## src/rtl/addr_prom_pkg.sv

```systemverilog
package addr_prom_pkg;

  localparam int HOST_LANES = 4;
  localparam int HOST_DW    = HOST_LANES * 8;

  typedef enum logic [1:0] {
    SZ_BYTE = 2'd0,
    SZ_HALF = 2'd1,
    SZ_WORD = 2'd2,
    SZ_RSV  = 2'd3
  } acc_size_e;

  typedef enum logic [1:0] {
    TGT_NONE = 2'd0,
    TGT_PROM = 2'd1,
    TGT_PORT = 2'd2
  } acc_tgt_e;

  // Byte lanes covered by an access; the reserved code covers all lanes so
  // that its all-ones read spans the full bus.
  function automatic logic [HOST_LANES-1:0] lane_mask(input logic [1:0] sz);
    case (sz)
      SZ_BYTE: lane_mask = HOST_LANES'(1);
      SZ_HALF: lane_mask = HOST_LANES'(3);
      default: lane_mask = '1;
    endcase
  endfunction

endpackage

```

## src/rtl/rst_sync.sv

```systemverilog
module rst_sync (
  input  logic clk,
  input  logic rst_n,
  output logic rst_q
);
  logic [1:0] sync_d;
  logic [1:0] sync_q;

  always_comb begin
    sync_d = {sync_q[0], 1'b1};
  end

  always_ff @(posedge clk or negedge rst_n) begin
    if (!rst_n) begin
      sync_q <= 2'b00;
    end else begin
      sync_q <= sync_d;
    end
  end

  assign rst_q = sync_q[1];
endmodule

```

## src/rtl/access_decode.sv

```systemverilog
module access_decode
  import addr_prom_pkg::*;
#(
  parameter int ADDR_W = 8,
  parameter int IDX_W  = 4
) (
  input  logic [ADDR_W-1:0]     addr,
  input  logic [1:0]            size,
  input  logic                  mem_win,
  input  logic                  dword_io,
  output acc_tgt_e              tgt,
  output logic [IDX_W-1:0]      base,
  output logic [ADDR_W-1:0]     fwd_addr,
  output logic [HOST_LANES-1:0] lanes
);
  logic lo_win;
  logic wide;
  logic io_ok;

  always_comb begin
    lo_win   = (addr[ADDR_W-1:IDX_W] == '0);
    wide     = (size == SZ_HALF) || (size == SZ_WORD);
    io_ok    = 1'b0;
    tgt      = TGT_NONE;
    base     = addr[IDX_W-1:0];
    fwd_addr = addr;
    lanes    = lane_mask(size);

    if (mem_win) begin
      if (addr[IDX_W]) begin
        if (wide) begin
          tgt      = TGT_PORT;
          fwd_addr = ADDR_W'(addr[IDX_W-1:0]);
        end
      end else if (size != SZ_RSV) begin
        tgt = TGT_PROM;
      end
    end else if (lo_win) begin
      if (dword_io) begin
        io_ok = (size == SZ_WORD) && (addr[1:0] == 2'b00);
      end else begin
        io_ok = (size == SZ_BYTE) || ((size == SZ_HALF) && !addr[0]);
      end
      if (io_ok) begin
        tgt = TGT_PROM;
      end
    end else if (wide) begin
      tgt = TGT_PORT;
    end
  end
endmodule

```

## src/rtl/prom_bank.sv

```systemverilog
module prom_bank
  import addr_prom_pkg::*;
#(
  parameter int                    BYTES = 16,
  parameter logic [BYTES*8-1:0]    INIT  = '0,
  localparam int                   IDX_W = $clog2(BYTES)
) (
  input  logic                  clk,
  input  logic                  rst_n,
  input  logic [IDX_W-1:0]      base,
  input  logic [HOST_LANES-1:0] lane_we,
  input  logic [HOST_DW-1:0]    wdata,
  output logic [HOST_DW-1:0]    rdata,
  output logic [BYTES*8-1:0]    image
);
  logic [7:0] mem_q [BYTES];
  logic [7:0] mem_d [BYTES];
  logic       mem_en;

  always_comb begin
    mem_d  = mem_q;
    mem_en = |lane_we;
    for (int k = 0; k < HOST_LANES; k++) begin
      if (lane_we[k]) begin
        mem_d[base + IDX_W'(k)] = wdata[8*k +: 8];
      end
    end
  end

  always_ff @(posedge clk or negedge rst_n) begin
    if (!rst_n) begin
      for (int i = 0; i < BYTES; i++) begin
        mem_q[i] <= INIT[8*i +: 8];
      end
    end else if (mem_en) begin
      mem_q <= mem_d;
    end
  end

  for (genvar k = 0; k < HOST_LANES; k++) begin : g_rd_lane
    localparam logic [IDX_W-1:0] OFF = IDX_W'(k);
    assign rdata[8*k +: 8] = mem_q[base + OFF];
  end

  for (genvar i = 0; i < BYTES; i++) begin : g_image
    assign image[8*i +: 8] = mem_q[i];
  end
endmodule

```

## src/rtl/addr_prom_front.sv

```systemverilog
module addr_prom_front
  import addr_prom_pkg::*;
#(
  parameter int                          ADDR_W     = 8,
  parameter int                          PROM_BYTES = 16,
  parameter logic [PROM_BYTES*8-1:0]     PROM_INIT  =
    128'h5757_0000_0000_0000_0000_5634_1200_5452
) (
  input  logic                clk,
  input  logic                rst_n,
  input  logic [ADDR_W-1:0]   host_addr,
  input  logic [1:0]          host_size,
  input  logic                host_mem,
  input  logic                host_rd,
  input  logic                host_wr,
  input  logic [HOST_DW-1:0]  host_wdata,
  output logic [HOST_DW-1:0]  host_rdata,
  input  logic                prom_wr_en,
  input  logic                dword_io,
  output logic [ADDR_W-1:0]   port_addr,
  output logic [1:0]          port_size,
  output logic [HOST_DW-1:0]  port_wdata,
  output logic                port_rd,
  output logic                port_wr,
  input  logic [HOST_DW-1:0]  port_rdata
);
  localparam int IDX_W = $clog2(PROM_BYTES);

  logic                  rst_q;
  acc_tgt_e              tgt;
  logic [IDX_W-1:0]      base;
  logic [HOST_LANES-1:0] lanes;
  logic [HOST_LANES-1:0] lane_we;
  logic [HOST_DW-1:0]    ones;
  logic [HOST_DW-1:0]    prom_rdata;
  logic [PROM_BYTES*8-1:0] prom_image;
  logic [HOST_DW-1:0]    rd_mux;

  rst_sync u_rst (
    .clk   (clk),
    .rst_n (rst_n),
    .rst_q (rst_q)
  );

  access_decode #(.ADDR_W(ADDR_W), .IDX_W(IDX_W)) u_dec (
    .addr     (host_addr),
    .size     (host_size),
    .mem_win  (host_mem),
    .dword_io (dword_io),
    .tgt      (tgt),
    .base     (base),
    .fwd_addr (port_addr),
    .lanes    (lanes)
  );

  prom_bank #(.BYTES(PROM_BYTES), .INIT(PROM_INIT)) u_prom (
    .clk     (clk),
    .rst_n   (rst_q),
    .base    (base),
    .lane_we (lane_we),
    .wdata   (host_wdata),
    .rdata   (prom_rdata),
    .image   (prom_image)
  );

  for (genvar k = 0; k < HOST_LANES; k++) begin : g_ones
    assign ones[8*k +: 8] = {8{lanes[k]}};
  end

  always_comb begin
    lane_we = (host_wr && prom_wr_en && (tgt == TGT_PROM)) ? lanes : '0;
    case (tgt)
      TGT_PROM: rd_mux = prom_rdata & ones;
      TGT_PORT: rd_mux = port_rdata & ones;
      default:  rd_mux = ones;
    endcase
    host_rdata = host_rd ? rd_mux : '0;
  end

  assign port_rd    = host_rd && (tgt == TGT_PORT);
  assign port_wr    = host_wr && (tgt == TGT_PORT);
  assign port_size  = host_size;
  assign port_wdata = host_wdata;


  we_gate_chk: assert property (@(posedge clk) disable iff (!rst_q)
    !prom_wr_en |=> $stable(prom_image));


  port_wide_only_chk: assert property (@(posedge clk) disable iff (!rst_q)
    (port_rd || port_wr) |-> (host_size == SZ_HALF || host_size == SZ_WORD));


  mmio_byte_hi_chk: assert property (@(posedge clk) disable iff (!rst_q)
    (host_mem && host_size == SZ_BYTE && host_addr[IDX_W])
      |-> (!port_rd && !port_wr && (!host_rd || host_rdata == 32'h0000_00FF)));


  mmio_port_addr_chk: assert property (@(posedge clk) disable iff (!rst_q)
    (host_mem && (port_rd || port_wr)) |-> (port_addr[ADDR_W-1:IDX_W] == '0));


  dword_bad_ones_chk: assert property (@(posedge clk) disable iff (!rst_q)
    (!host_mem && dword_io && host_rd && host_addr[ADDR_W-1:IDX_W] == '0 &&
     (host_size != SZ_WORD || host_addr[1:0] != 2'b00))
      |-> (host_rdata == ((host_size == SZ_BYTE) ? 32'h0000_00FF :
                          (host_size == SZ_HALF) ? 32'h0000_FFFF : 32'hFFFF_FFFF)));


  idle_zero_chk: assert property (@(posedge clk) disable iff (!rst_q)
    !host_rd |-> (host_rdata == '0));
endmodule

```

## config.mk

```make
export PLATFORM = sky130hd
export DESIGN_NAME = addr_prom_front
export DESIGN_NICKNAME = d
export VERILOG_FILES = /design/src/rtl/addr_prom_pkg.sv /design/src/rtl/rst_sync.sv /design/src/rtl/access_decode.sv /design/src/rtl/prom_bank.sv /design/src/rtl/addr_prom_front.sv
export SDC_FILE = /design/constraint.sdc
export NUM_CORES = 1
export LEC_CHECK = 0
export BUFFER_PORTS_ARGS = -buffer_cell sky130_fd_sc_hd__buf_2
export CAP_MARGIN = 20
export CORE_MARGIN = 1
export CORE_UTILIZATION = 23
export CTS_CLUSTER_SIZE = 8
export DETAILED_ROUTE_END_ITERATION = 8
export SLEW_MARGIN = 30
export SYNTH_ARGS = -nofsm -noshare
export SYNTH_HDL_FRONTEND = slang
export SYNTH_SLANG_ARGS = --single-unit
```

## constraint.sdc

```tcl
create_clock -name clk -period 4.9 [get_ports clk]
set_clock_uncertainty 0.05 [all_clocks]
set_input_delay 0.49 -clock clk [delete_from_list [all_inputs] [get_ports clk]]
set_output_delay 0.49 -clock clk [all_outputs]
set_load 0.01 [all_outputs]
```

==> flow_metrics.env <==
export IMPL_grt_overflow_total=0
export IMPL_syn2layout_area_growth_pct=12.6
export IMPL_grt_usage_pct=25.8
export IMPL_dp_cells=2652
export IMPL_syn_num_nets=1871
export IMPL_clk_pin_slew_ns=0.06
export IMPL_port_buffers=156
export IMPL_grt_pass1_wl_um=130000
export IMPL_stdcell_count=2689
export IMPL_synthXorXnorAreaFrac_pct=0.996
export IMPL_core_area_um2=67400
export IMPL_synth_most_common_cell="a21oi_1"
export IMPL_htreeDepth=4
export IMPL_period_share_pct=80.2
export IMPL_gp_congestion=0.979
export IMPL_ys_async_sr_fraction_pct=100
export IMPL_synthDistinctLibCells=88
export IMPL_leakage_nw=7.28
export IMPL_slew_viol_final=0
export IMPL_postCtsResizedCells=0
export IMPL_syn_area_per_cell_um2=8.85
export IMPL_start_util_pct=23.3
export IMPL_hpwl_um=66100
export IMPL_ys_top_cells_by_count="a21oi_1, a211o_1, dfrtp_1, and3_1, a221oi_1"
export IMPL_critPathKind="input pin to primary output"
export IMPL_synthTopCellsByArea="dfrtp_1, mux4_2, a21oi_1"
export IMPL_syn_inst=1776
export IMPL_tightest_slew_ns=1.04
export IMPL_drt_total_wl_um=92000
export IMPL_ios=157
export IMPL_critPathArrivalTime_ns=3.39
export IMPL_hold_buffers=1
export IMPL_synth_mux_area_share_pct=19.0
export IMPL_final_nets=1894
export IMPL_setup_tns_ns=0
export IMPL_yosys_register_bits=130
export IMPL_grt_max_degree=144
export IMPL_vias=18002
export IMPL_final_min_clock_period_ns=3.93
export IMPL_wl_per_cell_um=34.2
export IMPL_crit_chain="buf_2 -> clkinv_1 -> buf_4 -> ha_1 -> xor2_4 -> nand2_1 -> buf_4 -> o21ai_0 -> o32ai_1 -> buf_2"
export IMPL_ir_drop_mv=0.260
export IMPL_ant_nets=0
export IMPL_via_per_inst=6.69
export IMPL_finalSetupViolations=0
export IMPL_pwr_density_cell_nw_per_um2=419
export IMPL_dieWidth_um=263
export IMPL_cts_root_buf="clkbuf_16"
export IMPL_cts_setup_buffers=0
export IMPL_insertion_delay_ns=0.45
export IMPL_drive_gt1_share_pct=28.4
export IMPL_cp_slowest_stage_delay_ns=0.79
export IMPL_cap_violations=0
export IMPL_cts_sinks=130
export IMPL_die_height_um=263
export IMPL_die_area_um2=69300
export IMPL_cts_buffers_inserted=17
export IMPL_synth_compound_area_share_pct=34.3
export IMPL_drt_pass1_iterations=7
export IMPL_synth_top_family_by_area="compound AO/OA/AOI/OAI gates"
export IMPL_synth_edf_count=0
export IMPL_path_max_fanout=20
export IMPL_clock_path_buffers=2
export IMPL_max_slew_margin_pct=30.1
export IMPL_drc=0
export IMPL_rsz0062_at_grt="no"
export IMPL_crit_required_ns=4.36
export IMPL_synth_largest_area_cell="dfrtp_1"
export IMPL_hold_path_class="register to register"
export IMPL_yosysTopAreaCellShare_pct=16.7
export IMPL_hold_viol=0
export IMPL_std_cell_rows=95
export IMPL_endpoint_kind="primary output"
export IMPL_synth_adder_area_share_pct=1.12
export IMPL_ys_warn_count=0
export IMPL_grt_pass1_vias=16729
export IMPL_antenna_found_initial=8
export IMPL_status="completed"
export IMPL_cts_tree="yes"
export IMPL_cp_start_kind="input pin"
export IMPL_drt_iter0_drc=2757
export IMPL_fmax_mhz=254
export IMPL_yosys_area_share_simple_pct=14.7
export IMPL_cpMaxStageDelayCell="xor2_4"
export IMPL_synth_area_um2=15700
export IMPL_ys_seq_area_share_pct=20.9
export IMPL_synthFlopType="dfrtp_1"
[final cells by class]
cell class                      count  area [um2]
Antenna cell                        4        10.0
Timing Repair Buffer              260        1620
Clock buffer                       21         470
Tap cell                          873        1090
Sequential cell                   130        3290
Inverter                            9        33.8
Multi-Input combinational cell   1381       11000
Fill cell                        7175       49700
Clock inverter                     11         129
[path summary, 6_finish.rpt]
check,startpoint,to,slack [ns],cells after the start
worst max-delay path,host_addr[1],host_rdata[30],0.97,10
worst min-delay path,u_rst.sync_q[0]$_DFF_PN0_,u_rst.sync_q[1]$_DFF_PN0_,0.30,0
worst max register to register,u_rst.sync_q[1]$_DFF_PN0_,u_prom.image[115]$_DFFE_PN0P_,3.31,1
worst min register to register,u_rst.sync_q[0]$_DFF_PN0_,u_rst.sync_q[1]$_DFF_PN0_,0.30,0
max in group asynchronous,u_rst.sync_q[1]$_DFF_PN0_,u_prom.image[115]$_DFFE_PN0P_,3.31,1
min in group asynchronous,u_rst.sync_q[1]$_DFF_PN0_,u_prom.image[58]$_DFFE_PN0P_,0.31,0
[cell families after synthesis]
kind of cell / after synthesis
muxes: 185
xor gates and xnor gates: 8
adders and majority gates: 14
other: 1
AOI/OAI and AO/OA: 732
and+or+nand+nor: 441
DFF: 130
buffers and inverters: 265
[cells in the final DEF, fill, tap and decap left out, types with 78 or more instances in the layout]
cell type	instances
a211o_1	114
a21oi_1	226
a221oi_1	94
and3_1	99
buf_2	155
buf_4	99
dfrtp_1	104
mux4_2	87
nand2_1	78
nor2_1	86
o32ai_1	81
[through the flow]
| stage | utilization, % | worst slack (ns) | total power [W] | instance area [um2] | hold slack, ns |
|---|---|---|---|---|---|
| 6_report | 26.2 | 0.968 | 0.00741 | 17700 | 0.298 |
| 5_1_grt | 26.2 | 0.811 | 0.00761 | 17700 | 0.312 |
| 4_1_cts | 26.2 | 0.976 | 0.00720 | 17700 | 0.301 |
| 3_5_place_dp | 25.3 | 0.972 | 0.00583 | 17100 | 0.228 |
| 3_3_place_gp | 25.3 | 0.959 | 0.00575 | 17100 | 0.227 |
| 2_1_floorplan | - | 1.00 | 0.00436 | 15700 | 0.144 |
[worst max-delay path, delay by kind of cell]
family	cells	cell delay [ns]
buffers and inverters	5	1.03
XOR/XNOR	1	0.79
adder cells (fa/ha/maj)	1	0.51
AO/OA/AOI/OAI	2	0.39
AND/OR/NAND/NOR	1	0.17
[state kept, by name, summed over array words and instances (netlist names)]
signal        cells
u_prom.image    128
u_rst.sync_q      2
[metal layers]
metal | global-route usage, % | part of all wire, %
met3 | 7.27 | 13
met1 | 34.7 | 40
met4 | 11.5 | 4.7
met2 | 38.0 | 42
met5 | 0 | 0.014
[power breakdown]
part | internal, W | switching (W)
logic | 0.00164 | 0.00166
registers | 0.00154 | 0.00120
clock network | 0.000792 | 0.000580
total | 0.00397 | 0.00344
Note: power is estimated with default switching activity, not from simulation.
